$ cat config.mk
export PLATFORM = sky130hd
export DESIGN_NAME = mei_line_ctrl
export DESIGN_NICKNAME = d
export VERILOG_FILES = /design/src/rtl/mei_pkg.sv /design/src/rtl/mei_state_array.sv /design/src/rtl/mei_snoop_unit.sv /design/src/rtl/mei_wb_tracker.sv /design/src/rtl/mei_access_fsm.sv /design/src/rtl/mei_line_ctrl.sv
export SDC_FILE = /design/constraint.sdc
export NUM_CORES = 1
export LEC_CHECK = 0
export BUFFER_PORTS_ARGS = -buffer_cell sky130_fd_sc_hd__buf_2
export CORE_MARGIN = 5
export CORE_UTILIZATION = 60
export CTS_BUF_LIST = sky130_fd_sc_hd__clkbuf_8
export DETAILED_ROUTE_END_ITERATION = 7
export MAX_ROUTING_LAYER = met4
export PLACE_DENSITY_LB_ADDON = 0.2
export SLEW_MARGIN = 5
export SYNTH_ARGS = -nofsm -noshare
export SYNTH_HDL_FRONTEND = slang
export SYNTH_SLANG_ARGS = --single-unit
$ cat constraint.sdc
create_clock -name clk -period 7.1 [get_ports clk]
set_input_delay 1.42 -clock clk [delete_from_list [all_inputs] [get_ports clk]]
set_output_delay 1.42 -clock clk [all_outputs]
set_load 0.03 [all_outputs]
$ cat src/rtl/mei_pkg.sv
// Shared types for the line coherency controller.
// Assumes: a two-bit code per line; the code values are visible on cpu_state.
package mei_pkg;
    typedef enum logic [1:0] {
        LS_I = 2'd0,   // invalid
        LS_S = 2'd1,   // valid, write-through allocation
        LS_E = 2'd2,   // valid, write-back allocation, clean
        LS_M = 2'd3    // modified
    } line_st_t;
endpackage

$ cat src/rtl/mei_state_array.sv
// Per-line state registers with a snoop write port and a processor write port.
// Assumes: when both ports write one line in a cycle, the processor value was
// computed from the post-snoop state, so it wins.
module mei_state_array
    import mei_pkg::*;
#(
    parameter int NUM_LINES = 8,
    parameter int IDX_W     = $clog2(NUM_LINES)
) (
    input  logic             clk,
    input  logic             rst_n,
    input  logic             snp_we,
    input  logic [IDX_W-1:0] snp_idx,
    input  line_st_t         snp_st,
    input  logic             cpu_we,
    input  logic [IDX_W-1:0] cpu_widx,
    input  line_st_t         cpu_wst,
    output line_st_t         st_q [NUM_LINES]
);
    for (genvar g = 0; g < NUM_LINES; g++) begin : g_line
        // Hold one line's state; processor update overrides snoop update.
        always_ff @(posedge clk) begin
            if (!rst_n)
                st_q[g] <= LS_I;
            else if (cpu_we && cpu_widx == IDX_W'(g))
                st_q[g] <= cpu_wst;
            else if (snp_we && snp_idx == IDX_W'(g))
                st_q[g] <= snp_st;
        end


        enter_m_from_e_chk: assert property (@(posedge clk) disable iff (!rst_n)
            (st_q[g] == LS_M && $past(st_q[g]) != LS_M) |-> $past(st_q[g]) == LS_E);
    end
endmodule

$ cat src/rtl/mei_snoop_unit.sv
// Decides the state change and write-back need of one snoop.
// Assumes: cur_st is the stored state of snoop_idx; purely combinational.
module mei_snoop_unit
    import mei_pkg::*;
#(
    parameter int NUM_LINES = 8,
    parameter int IDX_W     = $clog2(NUM_LINES)
) (
    input  logic                 snoop_valid,
    input  logic                 snoop_inv,
    input  logic [IDX_W-1:0]     snoop_idx,
    input  line_st_t             cur_st,
    output logic                 st_we,
    output line_st_t             st_new,
    output logic [NUM_LINES-1:0] wb_set
);
    logic need_wb;

    // Map current state and invalidate flag to the new state.
    always_comb begin
        st_we   = 1'b0;
        st_new  = cur_st;
        need_wb = 1'b0;
        if (snoop_valid) begin
            need_wb = (cur_st == LS_M);
            if (snoop_inv) begin
                st_we  = (cur_st != LS_I);
                st_new = LS_I;
            end else if (cur_st == LS_M) begin
                st_we  = 1'b1;
                st_new = LS_E;
            end
        end
    end

    for (genvar g = 0; g < NUM_LINES; g++) begin : g_dec
        assign wb_set[g] = need_wb && (snoop_idx == IDX_W'(g));
    end
endmodule

$ cat src/rtl/mei_wb_tracker.sv
// Queue of lines awaiting write-back, served lowest index first.
// Assumes: a line is never queued twice; set wins over clear in one cycle.
module mei_wb_tracker #(
    parameter int NUM_LINES = 8,
    parameter int IDX_W     = $clog2(NUM_LINES)
) (
    input  logic                 clk,
    input  logic                 rst_n,
    input  logic [NUM_LINES-1:0] set_vec,
    input  logic                 wb_ack,
    output logic [NUM_LINES-1:0] pend_q,
    output logic                 wb_req,
    output logic [IDX_W-1:0]     wb_idx
);
    logic [NUM_LINES-1:0] clr_vec;

    // Pick the lowest pending index.
    always_comb begin
        wb_idx = '0;
        for (int i = NUM_LINES - 1; i >= 0; i--)
            if (pend_q[i]) wb_idx = IDX_W'(i);
    end

    assign wb_req = |pend_q;

    for (genvar g = 0; g < NUM_LINES; g++) begin : g_clr
        assign clr_vec[g] = wb_ack && wb_req && (wb_idx == IDX_W'(g));
    end

    // Update the pending set.
    always_ff @(posedge clk) begin
        if (!rst_n) pend_q <= '0;
        else        pend_q <= (pend_q & ~clr_vec) | set_vec;
    end


    wb_hold_chk: assert property (@(posedge clk) disable iff (!rst_n)
        (wb_req && !wb_ack) |=> wb_req);
endmodule

$ cat src/rtl/mei_access_fsm.sv
// Processor access sequencer: hits, fills, write-throughs, evictions.
// Assumes: cpu_* inputs are held until cpu_done; post_st already reflects a
// same-cycle snoop; line_blocked includes write-backs queued this cycle.
module mei_access_fsm
    import mei_pkg::*;
#(
    parameter int IDX_W = 3
) (
    input  logic             clk,
    input  logic             rst_n,
    input  logic             cpu_req,
    input  logic             cpu_we,
    input  logic [IDX_W-1:0] cpu_idx,
    input  logic             cpu_hit,
    input  logic             cpu_wb_attr,
    input  line_st_t         post_st,
    input  logic             line_blocked,
    input  logic             fill_ack,
    input  logic             wt_ack,
    output logic             cpu_done,
    output logic             fill_req,
    output logic             wt_req,
    output logic [IDX_W-1:0] bus_idx,
    output logic             st_we,
    output logic [IDX_W-1:0] st_widx,
    output line_st_t         st_wst,
    output logic             evict
);
    typedef enum logic [1:0] {AF_IDLE, AF_FILL, AF_WT} af_t;

    af_t              cur_q, nxt;
    logic [IDX_W-1:0] idx_q;
    logic             attr_q;
    logic             hit_eff;

    assign hit_eff = cpu_hit && (post_st != LS_I);

    // Decide the next step and any state write for the current cycle.
    always_comb begin
        nxt      = cur_q;
        cpu_done = 1'b0;
        st_we    = 1'b0;
        st_widx  = cpu_idx;
        st_wst   = post_st;
        evict    = 1'b0;
        unique case (cur_q)
            AF_IDLE: begin
                if (cpu_req && !line_blocked) begin
                    if (!cpu_we) begin
                        if (hit_eff) begin
                            cpu_done = 1'b1;
                        end else if (post_st == LS_M) begin
                            evict  = 1'b1;
                            st_we  = 1'b1;
                            st_wst = LS_I;
                        end else begin
                            nxt = AF_FILL;
                        end
                    end else if (hit_eff && post_st == LS_E) begin
                        st_we    = 1'b1;
                        st_wst   = LS_M;
                        cpu_done = 1'b1;
                    end else if (hit_eff && post_st == LS_M) begin
                        cpu_done = 1'b1;
                    end else begin
                        nxt = AF_WT;
                    end
                end
            end
            AF_FILL: begin
                if (fill_ack) begin
                    st_we    = 1'b1;
                    st_widx  = idx_q;
                    st_wst   = attr_q ? LS_E : LS_S;
                    cpu_done = 1'b1;
                    nxt      = AF_IDLE;
                end
            end
            AF_WT: begin
                if (wt_ack) begin
                    cpu_done = 1'b1;
                    nxt      = AF_IDLE;
                end
            end
            default: nxt = AF_IDLE;
        endcase
    end

    // Advance the sequencer and latch the access that starts a bus cycle.
    always_ff @(posedge clk) begin
        if (!rst_n) begin
            cur_q  <= AF_IDLE;
            idx_q  <= '0;
            attr_q <= 1'b0;
        end else begin
            cur_q <= nxt;
            if (cur_q == AF_IDLE && nxt != AF_IDLE) begin
                idx_q  <= cpu_idx;
                attr_q <= cpu_wb_attr;
            end
        end
    end

    assign fill_req = (cur_q == AF_FILL);
    assign wt_req   = (cur_q == AF_WT);
    assign bus_idx  = idx_q;


    fill_hold_chk: assert property (@(posedge clk) disable iff (!rst_n)
        (fill_req && !fill_ack) |=> (fill_req && $stable(bus_idx)));


    wt_hold_chk: assert property (@(posedge clk) disable iff (!rst_n)
        (wt_req && !wt_ack) |=> (wt_req && $stable(bus_idx)));
endmodule

$ cat src/rtl/mei_line_ctrl.sv
// Top: coherency state controller for a direct-mapped line array.
// Assumes: processor inputs held stable until cpu_done; one snoop per cycle;
// the snoop is applied first and the processor sees the resulting state.
module mei_line_ctrl
    import mei_pkg::*;
#(
    parameter int NUM_LINES = 8,
    parameter int IDX_W     = $clog2(NUM_LINES)
) (
    input  logic                 clk,
    input  logic                 rst_n,
    input  logic                 cpu_req,
    input  logic                 cpu_we,
    input  logic [IDX_W-1:0]     cpu_idx,
    input  logic                 cpu_hit,
    input  logic                 cpu_wb_attr,
    output logic                 cpu_done,
    output logic [1:0]           cpu_state,
    output logic [NUM_LINES-1:0] line_busy,
    input  logic                 snoop_valid,
    input  logic [IDX_W-1:0]     snoop_idx,
    input  logic                 snoop_inv,
    output logic                 fill_req,
    input  logic                 fill_ack,
    output logic                 wt_req,
    input  logic                 wt_ack,
    output logic [IDX_W-1:0]     bus_idx,
    output logic                 wb_req,
    input  logic                 wb_ack,
    output logic [IDX_W-1:0]     wb_idx
);
    line_st_t             st_q [NUM_LINES];
    logic                 snp_we;
    line_st_t             snp_st;
    logic [NUM_LINES-1:0] snp_set;
    logic                 cpu_st_we;
    logic [IDX_W-1:0]     cpu_widx;
    line_st_t             cpu_wst;
    logic                 evict;
    logic [NUM_LINES-1:0] evict_set;
    logic [NUM_LINES-1:0] busy_eff;
    line_st_t             post_st;

    mei_snoop_unit #(.NUM_LINES(NUM_LINES), .IDX_W(IDX_W)) u_snoop (
        .snoop_valid (snoop_valid),
        .snoop_inv   (snoop_inv),
        .snoop_idx   (snoop_idx),
        .cur_st      (st_q[snoop_idx]),
        .st_we       (snp_we),
        .st_new      (snp_st),
        .wb_set      (snp_set)
    );

    // Processor sees the state as left by a same-cycle snoop.
    always_comb begin
        post_st = st_q[cpu_idx];
        if (snp_we && snoop_idx == cpu_idx) post_st = snp_st;
    end

    for (genvar g = 0; g < NUM_LINES; g++) begin : g_ev
        assign evict_set[g] = evict && (cpu_idx == IDX_W'(g));
    end

    assign busy_eff = line_busy | snp_set;

    mei_access_fsm #(.IDX_W(IDX_W)) u_fsm (
        .clk          (clk),
        .rst_n        (rst_n),
        .cpu_req      (cpu_req),
        .cpu_we       (cpu_we),
        .cpu_idx      (cpu_idx),
        .cpu_hit      (cpu_hit),
        .cpu_wb_attr  (cpu_wb_attr),
        .post_st      (post_st),
        .line_blocked (busy_eff[cpu_idx]),
        .fill_ack     (fill_ack),
        .wt_ack       (wt_ack),
        .cpu_done     (cpu_done),
        .fill_req     (fill_req),
        .wt_req       (wt_req),
        .bus_idx      (bus_idx),
        .st_we        (cpu_st_we),
        .st_widx      (cpu_widx),
        .st_wst       (cpu_wst),
        .evict        (evict)
    );

    mei_state_array #(.NUM_LINES(NUM_LINES), .IDX_W(IDX_W)) u_array (
        .clk      (clk),
        .rst_n    (rst_n),
        .snp_we   (snp_we),
        .snp_idx  (snoop_idx),
        .snp_st   (snp_st),
        .cpu_we   (cpu_st_we),
        .cpu_widx (cpu_widx),
        .cpu_wst  (cpu_wst),
        .st_q     (st_q)
    );

    mei_wb_tracker #(.NUM_LINES(NUM_LINES), .IDX_W(IDX_W)) u_wb (
        .clk     (clk),
        .rst_n   (rst_n),
        .set_vec (snp_set | evict_set),
        .wb_ack  (wb_ack),
        .pend_q  (line_busy),
        .wb_req  (wb_req),
        .wb_idx  (wb_idx)
    );

    assign cpu_state = st_q[cpu_idx];


    inv_modified_busy_chk: assert property (@(posedge clk) disable iff (!rst_n)
        (snoop_valid && snoop_inv && st_q[snoop_idx] == LS_M)
            |=> line_busy[$past(snoop_idx)]);


    no_done_on_busy_chk: assert property (@(posedge clk) disable iff (!rst_n)
        (cpu_done && !fill_req && !wt_req) |-> !line_busy[cpu_idx]);
endmodule

======== Yosys cells after proc, flatten, opt, wreduce, memory -nomap -nowiden ========
Cells that the tools add are included.
word-level totals
  register bits ........................... 30
  memory bits (writable) .................. 0
  bits in latches ......................... 0
  ROM bits ................................ 0
  memories kept ........................... 0
  word-level logic and storage cells ...... 197
  output and inout port bits .............. 20
operators by class
  add/sub/neg operators ................... 0
  eq/ne operators ......................... 34
  reduce and logical (&&, ||, !) cells .... 65
  bitwise logic cells ..................... 7
  order comparisons ....................... 3
  multiply operators ...................... 0
  shift operators ......................... 0
  divide/modulo/power cells ............... 0
  mux-type cells .......................... 76
operators with widths
  kind                  number
  $mux W2               39
  $eq A3 B3 Y1 const B  16
  $logic_and A1 B1 Y1   47
  $mux W3               10
  $eq A3 B2 Y1 const B  8
  $or A8 B8 Y8          3
  $reduce_bool A2 Y1    11
  $mux W1               20
  $bmux W2 S3           2
  $eq A3 B1 Y1 const B  4
  $logic_not A3 Y1      4
  $and A8 B8 Y8         1
  $eq A2 B2 Y1 const B  4
  $ge A4 B4 Y1 const B  2
  $not A3 Y4            2
  $not A8 Y8            1
  $reduce_or A8 Y1      1
  $pmux W2 S3           1
  $lt A3 B4 Y1 const B  1
  $pmux W2 S2           1
  $bmux W1 S3           1
  $eq A3 B3 Y1          1
  $pmux W1 S3           1
  $eq A2 B1 Y1 const B  1
  other kinds (3)       3

======== Longest topological paths before layout ========
Gate-level depths: netlist of the first run.
  depth in word-level cells ............... 20
  mapped depth ............................ 9

======== By module ========
Synthesis of the first run repeated with hierarchy kept, for this count alone.
unflattened totals
  cells, all modules ...................... 259
  area, all modules ....................... 2,308.5 sq um
modules (own cells, without submodules)
  module           cells an instance  instances  seq. area each (sq um)  area each (sq um)
  mei_state_array  86                 1          320.3                   850.8
  mei_line_ctrl    48                 1          0.0                     489.2
  mei_access_fsm   59                 1          120.1                   473.0
  mei_wb_tracker   46                 1          160.2                   390.4
  mei_snoop_unit   20                 1          0.0                     105.1

======== Worst setup path after synthesis of the first run ========
Ideal clock, no wire load.
  kind .................................... input -> output
  start point ............................. input cpu_idx[0]
  end point ............................... output cpu_done
  required time ........................... 5.680 ns
  arrival time ............................ 3.274 ns
  setup slack ............................. 2.406 ns
  stages on the path ...................... 9
  path through ............................ buf_6 buf_2 xor2_1 nor4_2 a22o_4 buf_2 nor2_1 o211a_1 a211o_1
between the ends
  word-level cells in the longest chain between the ends .. 13
  elaborated cells on any way between the ends .. 23
  those cells by class .................... eq/ne: 3; mux: 12; bitwise: 1; reduce/logical: 7
ends and longest elaborated chain
  element                                      RTL line              RTL
  from (decl)                                  mei_line_ctrl.sv:14   input logic [IDX_W-1:0] cpu_idx,
  $not A3 Y4 (implied by the code)             mei_line_ctrl.sv:56   post_st = st_q[cpu_idx];
  $bmux W2 S3                                  mei_line_ctrl.sv:56
  $mux W2 (implied by the code) (2 in series)  mei_line_ctrl.sv:56
  $mux W2                                      mei_line_ctrl.sv:57   if (snp_we && snoop_idx == cpu_idx) post_st = snp_st;
  $reduce_bool A2 Y1                           mei_access_fsm.sv:36  assign hit_eff = cpu_hit && (post_st != LS_I);
  $logic_and A1 B1 Y1                          mei_access_fsm.sv:36
  $logic_and A1 B1 Y1                          mei_access_fsm.sv:63  end else if (hit_eff && post_st == LS_M) begin
  $mux W1                                      mei_access_fsm.sv:63
  $mux W1                                      mei_access_fsm.sv:59  end else if (hit_eff && post_st == LS_E) begin
  $mux W1                                      mei_access_fsm.sv:49  if (!cpu_we) begin
  $mux W1 *                                    mei_access_fsm.sv:48  if (cpu_req && !line_blocked) begin
  $pmux W1 S3 *                                mei_access_fsm.sv:46  unique case (cur_q)
  to (decl)                                    mei_line_ctrl.sv:17   output logic cpu_done,
Every way passes the cells marked *; elsewhere a longest branch is shown, timed or not. The select of a mux whose other input is x is not followed.

======== Worst setup path in the final report of the first run ========
  start point ............................. input snoop_idx[1]
  end point ............................... output cpu_done
between the ends
  word-level cells in the longest chain between the ends .. 18
  elaborated cells on any way between the ends .. 49
  those cells by class .................... eq/ne: 11; mux: 19; bitwise: 2; reduce/logical: 17
ends and longest elaborated chain
  element                                      RTL line                                    RTL
  from (decl)                                  mei_line_ctrl.sv:21                         input logic [IDX_W-1:0] snoop_idx,
  $not A3 Y4 (implied by the code)             mei_line_ctrl.sv:48                         .cur_st (st_q[snoop_idx]),
  $bmux W2 S3                                  mei_line_ctrl.sv:48
  $mux W2 (implied by the code) (2 in series)  mei_line_ctrl.sv:48
  $eq A2 B2 Y1                                 mei_snoop_unit.sv:25, mei_snoop_unit.sv:29
  $mux W1                                      mei_snoop_unit.sv:29                        end else if (cur_st == LS_M) begin
  $mux W1                                      mei_snoop_unit.sv:26                        if (snoop_inv) begin
  $mux W1                                      mei_snoop_unit.sv:24                        if (snoop_valid) begin
  $logic_and A1 B1 Y1                          mei_line_ctrl.sv:57
  $mux W2                                      mei_line_ctrl.sv:57
  $reduce_bool A2 Y1                           mei_access_fsm.sv:36
  $logic_and A1 B1 Y1                          mei_access_fsm.sv:36
  $logic_and A1 B1 Y1                          mei_access_fsm.sv:63
  $mux W1                                      mei_access_fsm.sv:63
  $mux W1                                      mei_access_fsm.sv:59
  $mux W1                                      mei_access_fsm.sv:49
  $mux W1 *                                    mei_access_fsm.sv:48
  $pmux W1 S3 *                                mei_access_fsm.sv:46
Marks and branches as above.

==> run metrics, run 1 <==
port bufs=36; Residual DRC=0; CTS tree=built; cell count after synthesis=279; Post-Layout Cell Count=358; status=finished clean; worst skew pair latency=0.28 ns; asr flop ratio synth=0%; Final Max Tran Viols=0; Setup Skew=0.00796 ns; IO Pins=37; Post-Place Cells=350; DIE AREA=5380 um2; global-route wire length before repair=10.5 mm; Placeable Area=3940 um2; Post-CTS Resized=0; Starting Density=61.0%; Slew @ Worst Pin=0.778 ns; drt first pass iters=5; drt total wl=6.57 mm; DR vias=2366; DR WL/cell=18.3 um; Critical Path Start Type=primary input; FP Rows=23; crit-path cells=buf_2 > mux4_1 > a21oi_1 > o32ai_2 > a22o_4 > nor2_1 > o211a_1 > a211o_1 > buf_2; Mean Syn Cell Area=8.62 um2; CP endpoint kind=output port; post-synthesis to final-layout area growth=11.5%; top_reg_cell synth=dfxtp_1; largest net degree at the start of global routing=38; Seq/Total Area, Yosys=25.0%; antenna cell count=0; # nets final=324; RSZ-0062 raised after global routing=no; cell taking the most area after synthesis=dfxtp_1; WS Path Type=primary input to output port; P per Cell Area=147 nW/um2; vias in the first global route=2098; Netlist cell types=67; post-route ant nets=0; CP arrival=3.55 ns; Final Critical Period=4.97 ns; Worst-path clk slew=0.06 ns; Longest Clk Path Bufs=2; most area-consuming cells after synthesis=dfxtp_1, mux4_2, nand2_1; cell leakage power=0.00115 uW; Max VDD drop=0.112 mV; CP max FO=13; mapped cell area=2410 um2; Slew Limit Headroom=47.9%; gr usage total=25.7%; Final setup viols=0; H-tree depth=2; hold buffer count at cts=0; Fmax=0.201 GHz; root buf cell=clkbuf_8; period utilisation layout=70.1%; Die W=73.3 um; clock sink total=30; count of flip-flops with a built-in enable after synthesis=0; share of cells above drive strength 1=25.3%; Slowest cell on crit path=o32ai_2; syn nets=296; final instance area=2680 um2; Most common cell on crit path=buf_2; die span in y=73.3 um; Max-Cap Viols=0; Final Hold Fails=0; hpwl dp=4.70 mm; hold slack=0.511 ns; drt initial violations=163; post-placement cell area=2570 um2; total gr overflow=0; CTS buffer count=5; Power, Total=395 uW; warning count from the yosys run=0; synthesis-stage register bit count=30; Setup TNS=0 ns; RePlAce Congestion=0.923; hold crit path type=flip-flop to flip-flop; Yosys top cell area share=25.0%; postcts setup bufs=0; via density per instance=6.61; CP peak stage delay=0.47 ns; initial antenna violation count=0; Critical Path RT=5.68 ns
## per-stage QoR
stage | setup WS, ns | util, %
finish | 2.13 | 68.0
global route | 1.99 | 68.0
CTS | 2.15 | 68.0
detailed placement | 2.15 | 65.2
global placement | 2.25 | 65.2
floorplan | 2.41 | -
## worst max-delay path: cells and delay by family
kind	cells	cell delay [ns]
buffers and inverters	2	0.35
multiplexers	1	0.41
AND/OR/NAND/NOR	1	0.06
AO/OA/AOI/OAI	5	1.32
## routing by layer
| layer | wire, um | track usage, % | vias to the layer above |
|---|---|---|---|
| met4 | 190 | 8.25 | 0 |
| met2 | 3090 | 40.0 | 120 |
| met3 | 534 | 4.92 | 17 |
| li1 | - | - | 1116 |
| met1 | 2760 | 33.8 | 1113 |
| met5 | 0 | - | - |
## state kept, by name, indices dropped and copies added (netlist names)
name	cells
u_array.st_q	16
u_fsm.attr_q	1
u_fsm.bus_idx	3
u_fsm.cur_q	2
u_wb.pend_q	8
## worst paths after layout
path / from / slack [ns] / endpoint / cells after the start
min reg2reg: u_fsm.attr_q$_SDFFE_PN0P_ / 0.51 / u_fsm.attr_q$_SDFFE_PN0P_ / 2
max reg2reg: u_array.st_q[6]$_SDFFE_PN0P_ / 4.33 / u_array.st_q[12]$_SDFFE_PN0P_ / 7
max: snoop_idx[1] / 2.13 / cpu_done / 9
min: u_fsm.attr_q$_SDFFE_PN0P_ / 0.51 / u_fsm.attr_q$_SDFFE_PN0P_ / 2
## cells in the mapped netlist, types with 2 or more instances
cell / count
nor4_1: 7
buf_1: 2
o41ai_2: 2
o21a_1: 7
buf_6: 2
a21boi_0: 2
xor2_1: 3
nand3b_1: 4
nand3_1: 14
a21o_1: 2
nor3_1: 5
clkbuf_1: 7
mux2i_1: 9
or3_1: 2
nand4_1: 3
o31ai_2: 2
o21ai_0: 13
nor2b_1: 6
nand2_1: 34
mux2_2: 7
and3_1: 10
nor2_1: 15
inv_1: 11
a32oi_1: 3
a21oi_1: 14
a31oi_1: 6
and2_1: 3
o31a_2: 2
dfxtp_1: 30
mux4_2: 8
buf_2: 4
a22oi_1: 2
mux4_1: 2
nor3b_1: 2
o21ba_2: 2
## layout by cell type (no fill, tap or decap), types with 5 or more instances in the layout
| cell | synthesis | routed |
|---|---|---|
| buf_2 | 4 | 36 |
| nand2_1 | 34 | 34 |
| dfxtp_1 | 30 | 30 |
| nor2_1 | 15 | 15 |
| a21oi_1 | 14 | 14 |
| nand3_1 | 14 | 14 |
| o21ai_0 | 13 | 13 |
| inv_1 | 11 | 11 |
| and3_1 | 10 | 10 |
| mux2i_1 | 9 | 9 |
| mux4_2 | 8 | 8 |
| clkbuf_8 | 0 | 8 |
| nor4_1 | 7 | 7 |
| o21a_1 | 7 | 7 |
| mux2_2 | 7 | 7 |
| nor2b_1 | 6 | 6 |
| a31oi_1 | 6 | 6 |
| nor3_1 | 5 | 5 |
## power by group
part           leakage [uW]  internal, uW  switching [uW]
logic              0.000848          17.9            39.2
clock network     0.0000575          97.8            65.4
registers          0.000242           171            3.50
## kinds of logic (layout without fill, tap and decap cells)
| logic type | Yosys count | count (layout) | share of synthesized area (%) |
|---|---|---|---|
| adders and majority gates | 1 | 1 | 0.416 |
| AOI/OAI and AO/OA | 78 | 78 | 25.8 |
| xor gates and xnor gates | 3 | 3 | 1.09 |
| and+or+nand+nor | 112 | 112 | 24.4 |
| DFF | 30 | 30 | 25.0 |
| buffers and inverters | 27 | 56 | 5.04 |
| muxes | 28 | 28 | 18.3 |
## cell type report
cell class                 count  area, um2
clock buffer                   8        110
fill                         324       1260
inverter                      12       45.0
multi-input combinational    222       1680
sequential                    30        601
tap                           50       62.6
timing repair buffer          36        180
Power figures use the tool's default switching activity.
==> inputs of run 2 (changes only) <==
CORE_UTILIZATION = 53   (was 60)
clock period = 4.5 ns   (was 7.1 ns; I/O delays follow)
==> run 2 against run 1 <==
Net effect:
- clock skew is 0.0011 ns lower
- non-clock buffer count stayed put
- combinational power increased by 57%
- sequential power increased by 58%
- design area decreased by 0.47%
- global-route usage down 2.1 points
- first-iteration DRC count rose by 44%
- flip-flop and latch count unchanged
- hold slack improved by 0.0051 ns
- critical path type unchanged
- largest cell class unchanged
==> run metrics, run 2 (synthesis results as in run 1) <==
gr usage total=23.6% (-2.1 points); postcts setup bufs=0 (unchanged); register with the most flip-flops=u_array.st_q; Worst-path clk slew=0.06 ns (about the same); Setup TNS=0 ns (unchanged); Logic pwr share=15.0% (+0.5 points); hpwl dp=4.93 mm (+4.9%); Final Critical Period=3.93 ns; hold buffer count at cts=0 (unchanged); drt total wl=6.65 mm (+1.2%); antenna cell count=0 (unchanged); Final Hold Fails=0 (unchanged); Starting Density=54.9% (-6.1 points); RSZ-0062 raised after global routing=no; CP endpoint kind=output port; initial antenna violation count=0 (unchanged); CP bufs+invs=2 (unchanged); sequential power share=46.1% (+1.9 points); WS Path Type=primary input to output port; Final Max Tran Viols=0 (unchanged); DIE AREA=5990 um2 (+11%); RR Endpoint=u_array.st_q[12]$_SDFFE_PN0P_; reg2reg path depth=7 (unchanged); internal reg-to-reg setup slack=1.76 ns (-2.57 ns); RePlAce Congestion=0.953 (+3.2%); drt first pass iters=5 (unchanged); # nets final=324 (unchanged); clock sink total=30 (unchanged); met2 Use GR=35.6% (-4.4 points); global-route wire length before repair=11.2 mm (+7.1%); share of cells above drive strength 1=25.3% (unchanged); FP Rows=24 (+4.3%); IO Pins=37 (unchanged); hold crit path type=flip-flop to flip-flop; period utilisation layout=87.3%; DR WL/cell=18.5 um (+0.67%); CTS tree=built; FF-to-FF Start=u_array.st_q[6]$_SDFFE_PN0P_; Longest Clk Path Bufs=2 (unchanged); worst skew pair latency=0.29 ns (about the same); CP arrival=3.03 ns (-0.52 ns); Die W=77.4 um (+5.5%); post-placement cell area=2570 um2 (about the same); critical path's top delay family=compound AO/OA/AOI/OAI gates; Critical Path Stages=9 (unchanged); critical path endpoint=cpu_done; Clock power frac=38.9% (-2.5 points); Max-Cap Viols=0 (unchanged); most used routing layer=met2; Final setup viols=0 (unchanged); vias in the first global route=2200 (+4.9%); Int Pwr=421 uW (+47%); Critical Path RT=3.60 ns (-2.08 ns); CTS buffer count=5 (unchanged); Setup Skew=0.00682 ns (-0.00114 ns); root buf cell=clkbuf_8; Placeable Area=4380 um2 (+11%); Max VDD drop=0.120 mV (+7.1%); drt initial violations=235 (+44%); port bufs=36 (unchanged); final instance area=2670 um2 (-0.47%); total gr overflow=0 (unchanged); CP peak stage delay=0.47 ns (about the same); Residual DRC=0 (unchanged); switching part of the total=29.5% (+2.1 points); via density per instance=6.54 (-0.98%); DR vias=2356 (-0.42%); status=finished clean; post-synthesis to final-layout area growth=11.0%; most frequent cells in the layout=buf_2, nand2_1, dfxtp_1, nor2_1; cell leakage power=0.00114 uW (-0.90%); CP max FO=13 (unchanged); Net Sw Power=176 uW (+63%); met3 usage=5.21% (+0.28 points); Critical Path Start Type=primary input; Worst Setup SP=snoop_idx[1]; die span in y=77.4 um (+5.5%); post-route ant nets=0 (unchanged); Post-CTS Resized=0 (unchanged); met1 Use GR=30.8% (-3.0 points); crit-path cells=buf_2 > mux4_1 > a21oi_1 > o32ai_2 > a22o_4 > nor2_1 > o211a_1 > a211o_1 > buf_2; Slowest cell on crit path=o32ai_2; H-tree depth=2 (unchanged); Slew Limit Headroom=49.0% (+1.1 points); Most common cell on crit path=buf_2; max reg flops=16 (unchanged); Slew @ Worst Pin=0.761 ns (-0.0172 ns); most common cell after layout, fill and taps aside=buf_2; P per Cell Area=223 nW/um2 (+52%); largest net degree at the start of global routing=38 (unchanged); Fmax=0.255 GHz
-- run 2: area by class of cell --
cell class,count,area (um2)
fillers,395,1710
multi-input cells,222,1680
flip-flops and latches,30,601
repair buffers,36,180
clock buffers,6,82.6
well taps,52,65.1
inverters,12,45.0
clock inverters,2,12.5
-- run 2: worst register-to-register path, cell delays in order (launching register included) --
cell     delay [ns]
dfxtp_1        0.34
mux4_1         0.54
a21oi_1        0.20
o32ai_2        0.17
a22o_4         0.32
mux2i_4        0.26
o41ai_4        0.43
mux2_2         0.38
-- run 2: layer usage --
metal | share of wire [%] | wire length, um
met1 | 43 | 2850
met2 | 48 | 3180
met3 | 6.0 | 397
met4 | 3.4 | 223
met5 | 0 | 0
-- run 2: worst min path at each step --
stage / from / end / slack (ns) / depth (start not counted)
global placement: u_fsm.attr_q$_SDFFE_PN0P_ / u_fsm.attr_q$_SDFFE_PN0P_ / 0.49 / 2
floorplan: u_fsm.attr_q$_SDFFE_PN0P_ / u_fsm.attr_q$_SDFFE_PN0P_ / 0.46 / 2
global route: u_fsm.attr_q$_SDFFE_PN0P_ / u_fsm.attr_q$_SDFFE_PN0P_ / 0.52 / 2
detailed placement: u_fsm.attr_q$_SDFFE_PN0P_ / u_fsm.attr_q$_SDFFE_PN0P_ / 0.50 / 2
CTS: u_fsm.attr_q$_SDFFE_PN0P_ / u_fsm.attr_q$_SDFFE_PN0P_ / 0.51 / 2
finish: u_fsm.attr_q$_SDFFE_PN0P_ / u_fsm.attr_q$_SDFFE_PN0P_ / 0.52 / 2
-- run 2: power groups by stage --
stage	clock [uW]	combinational, uW	sequential, uW
finish	232	89.4	275
detailed placement	0	88.4	281
floorplan	0	61.4	283
global placement	0	87.8	281
global route	251	97.1	276
CTS	236	88.6	275
-- run 2: through the flow --
stage / setup WS (ns) / hold slack, ns / total power [uW] / util (%) / instances
6_report: 0.571 / 0.516 / 596 / 60.9 / 360
5_1_grt: 0.434 / 0.521 / 624 / 60.9 / 360
4_1_cts: 0.589 / 0.506 / 600 / 60.9 / 360
3_5_place_dp: 0.606 / 0.496 / 369 / 58.7 / 352
3_3_place_gp: 0.678 / 0.491 / 369 / 58.7 / 352
2_1_floorplan: 0.846 / 0.463 / 344 / - / 279
==> inputs of run 3 (changes only) <==
CORE_ASPECT_RATIO = 1.5   (was not set)
SETUP_SLACK_MARGIN = 0.2   (was not set)
==> run 3 against run 2 <==
Net effect:
- clock-buffer cell count decreased by 1
- first-iteration DRC count down 41%
- power is 7.8% higher
- utilization decreased by 0.82 points
- highest routed layer unchanged
- register-to-register slack is essentially flat
- largest power group is now the clock network
- global-route usage rose by 1.2 points
- clock skew barely moved
- non-clock buffer count is the same
- wire length increased by 2.0%
- setup slack gained 0.024 ns
- sequential share of layout area fell by 0.12 points
==> run metrics, run 3 (synthesis results as in run 1) <==
CTS buffer count=5 (unchanged); most frequent cells in the layout=buf_2, nand2_1, dfxtp_1, nor2_1; gr usage total=24.8% (+1.2 points); Max-Cap Viols=0 (unchanged); share of cells above drive strength 1=25.3% (unchanged); Worst Setup SP=cpu_idx[0]; Die W=65.0 um (-16%); Post-Layout Cell Count=356 (-1.1%); internal reg-to-reg setup slack=1.76 ns (about the same); antenna cell count=0 (unchanged); port bufs=36 (unchanged); Fmax=0.256 GHz (+0.62%); Longest Clk Path Bufs=2 (unchanged); drt first pass iters=4 (-1); drt total wl=6.78 mm (+2.0%); Setup Skew=0.00666 ns (-0.000165 ns); CP peak stage delay=0.55 ns (+0.08 ns); via density per instance=6.71 (+2.5%); drt initial violations=139 (-41%); Residual DRC=0 (unchanged); vias in the first global route=2245 (+2.0%); CP arrival=3.00 ns (-0.03 ns); Slew @ Worst Pin=0.794 ns (+0.0327 ns); most common cell after layout, fill and taps aside=buf_2; Starting Density=53.9% (-1.0 points); FF-to-FF Start=u_array.st_q[6]$_SDFFE_PN0P_; critical path's top delay family=multiplexers; register with the most flip-flops=u_array.st_q; global-route wire length before repair=11.2 mm (-0.12%); Final setup viols=0 (unchanged); DR vias=2389 (+1.4%); period utilisation layout=86.8% (-0.54 points); # nets final=324 (unchanged); Slew Limit Headroom=46.8% (-2.2 points); Critical Path Stages=7 (-2); WS Path Type=primary input to output port; Final Max Tran Viols=0 (unchanged); root buf cell=clkbuf_8; Post-CTS Resized=0 (unchanged); H-tree depth=2 (unchanged); die span in y=92.5 um (+20%); P per Cell Area=240 nW/um2 (+7.2%); Critical Path RT=3.60 ns (about the same); DIE AREA=6020 um2 (+0.47%); Max VDD drop=0.195 mV (+62%); Worst-path clk slew=0.07 ns (about the same); Most common cell on crit path=buf_2; cell leakage power=0.00114 uW (+0.28%); Final Hold Fails=0 (unchanged); met2 Use GR=38.8% (+3.2 points); crit-path cells=buf_2 > mux4_2 > mux2i_1 > a21oi_1 > o211a_1 > a211o_1 > buf_2; most used routing layer=met2; reg2reg path depth=7 (unchanged); post-route ant nets=0 (unchanged); RR Endpoint=u_array.st_q[12]$_SDFFE_PN0P_; met3 usage=4.61% (-0.60 points); critical path endpoint=cpu_done; hold slack=0.503 ns (-0.0132 ns); Post-Place Cells=348 (-1.1%); largest net degree at the start of global routing=38 (unchanged); DR WL/cell=19.1 um (+3.1%); Critical Path Start Type=primary input; Setup TNS=0 ns (unchanged); RePlAce Congestion=0.890 (-6.6%); FP Rows=30 (+25%); area taken by multi-input logic gates=1680 um2 (unchanged); CP bufs+invs=2 (unchanged); Power, Total=643 uW (+7.8%); Final Critical Period=3.90 ns (-0.0243 ns); CTS tree=built; met1 Use GR=28.2% (-2.5 points); Placeable Area=4470 um2 (+1.9%); hold buffer count at cts=0 (unchanged); status=finished clean; # fillers=412 (+4.3%); max reg flops=16 (unchanged); CP endpoint kind=output port; worst skew pair latency=0.29 ns (about the same); IO Pins=37 (unchanged); post-synthesis to final-layout area growth=11.5%; initial antenna violation count=0 (unchanged); hold crit path type=flip-flop to flip-flop; RSZ-0062 raised after global routing=no; postcts setup bufs=0 (unchanged); clock sink total=30 (unchanged); post-route core utilization=60.1% (-0.82 points); CP max FO=15 (+2); hpwl dp=5.07 mm (+2.8%); total gr overflow=0 (unchanged); Storage cell area=601 um2 (unchanged); Slowest cell on crit path=mux4_2
-- run 3: worst min path at each step --
stage	start	endpoint	slack, ns	cells after the start
6_report	u_fsm.attr_q$_SDFFE_PN0P_	u_fsm.attr_q$_SDFFE_PN0P_	0.50	2
5_1_grt	u_fsm.attr_q$_SDFFE_PN0P_	u_fsm.attr_q$_SDFFE_PN0P_	0.55	2
4_1_cts	u_fsm.attr_q$_SDFFE_PN0P_	u_fsm.attr_q$_SDFFE_PN0P_	0.51	2
3_5_place_dp	u_fsm.attr_q$_SDFFE_PN0P_	u_fsm.attr_q$_SDFFE_PN0P_	0.50	2
3_3_place_gp	u_fsm.attr_q$_SDFFE_PN0P_	u_fsm.attr_q$_SDFFE_PN0P_	0.49	2
2_1_floorplan	u_fsm.attr_q$_SDFFE_PN0P_	u_fsm.attr_q$_SDFFE_PN0P_	0.46	2
-- run 3: worst min-delay path, cell delays in order (launching register included) --
cell and delay (ns):
dfxtp_1 0.33, nand3_1 0.06, o21ai_0 0.07
-- run 3: report_power, final --
group	switching, uW	internal, uW
clock network	115	165
registers	5.45	269
logic	60.4	28.3
total	181	462
-- run 3: final cells by class --
cell class / count / share of cell area (%)
clock buffer: 5 / 2.56
clock inverter: 3 / 1.68
inverter: 12 / 1.68
multi-input combinational: 222 / 62.8
sequential: 30 / 22.4
tap: 48 / 2.24
timing repair buffer: 36 / 6.71
-- run 3: per-stage QoR --
stage,setup slack (ns),cell area [um2]
floorplan,0.846,2410
CTS,0.603,2680
finish,0.595,2680
detailed placement,0.582,2570
global placement,0.668,2570
global route,0.452,2680
-- run 3: per-layer routing --
metal | wire length, um | vias up
met4 | 453 | 0
li1 | - | 1121
met3 | 390 | 33
met5 | 0 | -
met1 | 2620 | 1131
met2 | 3320 | 104
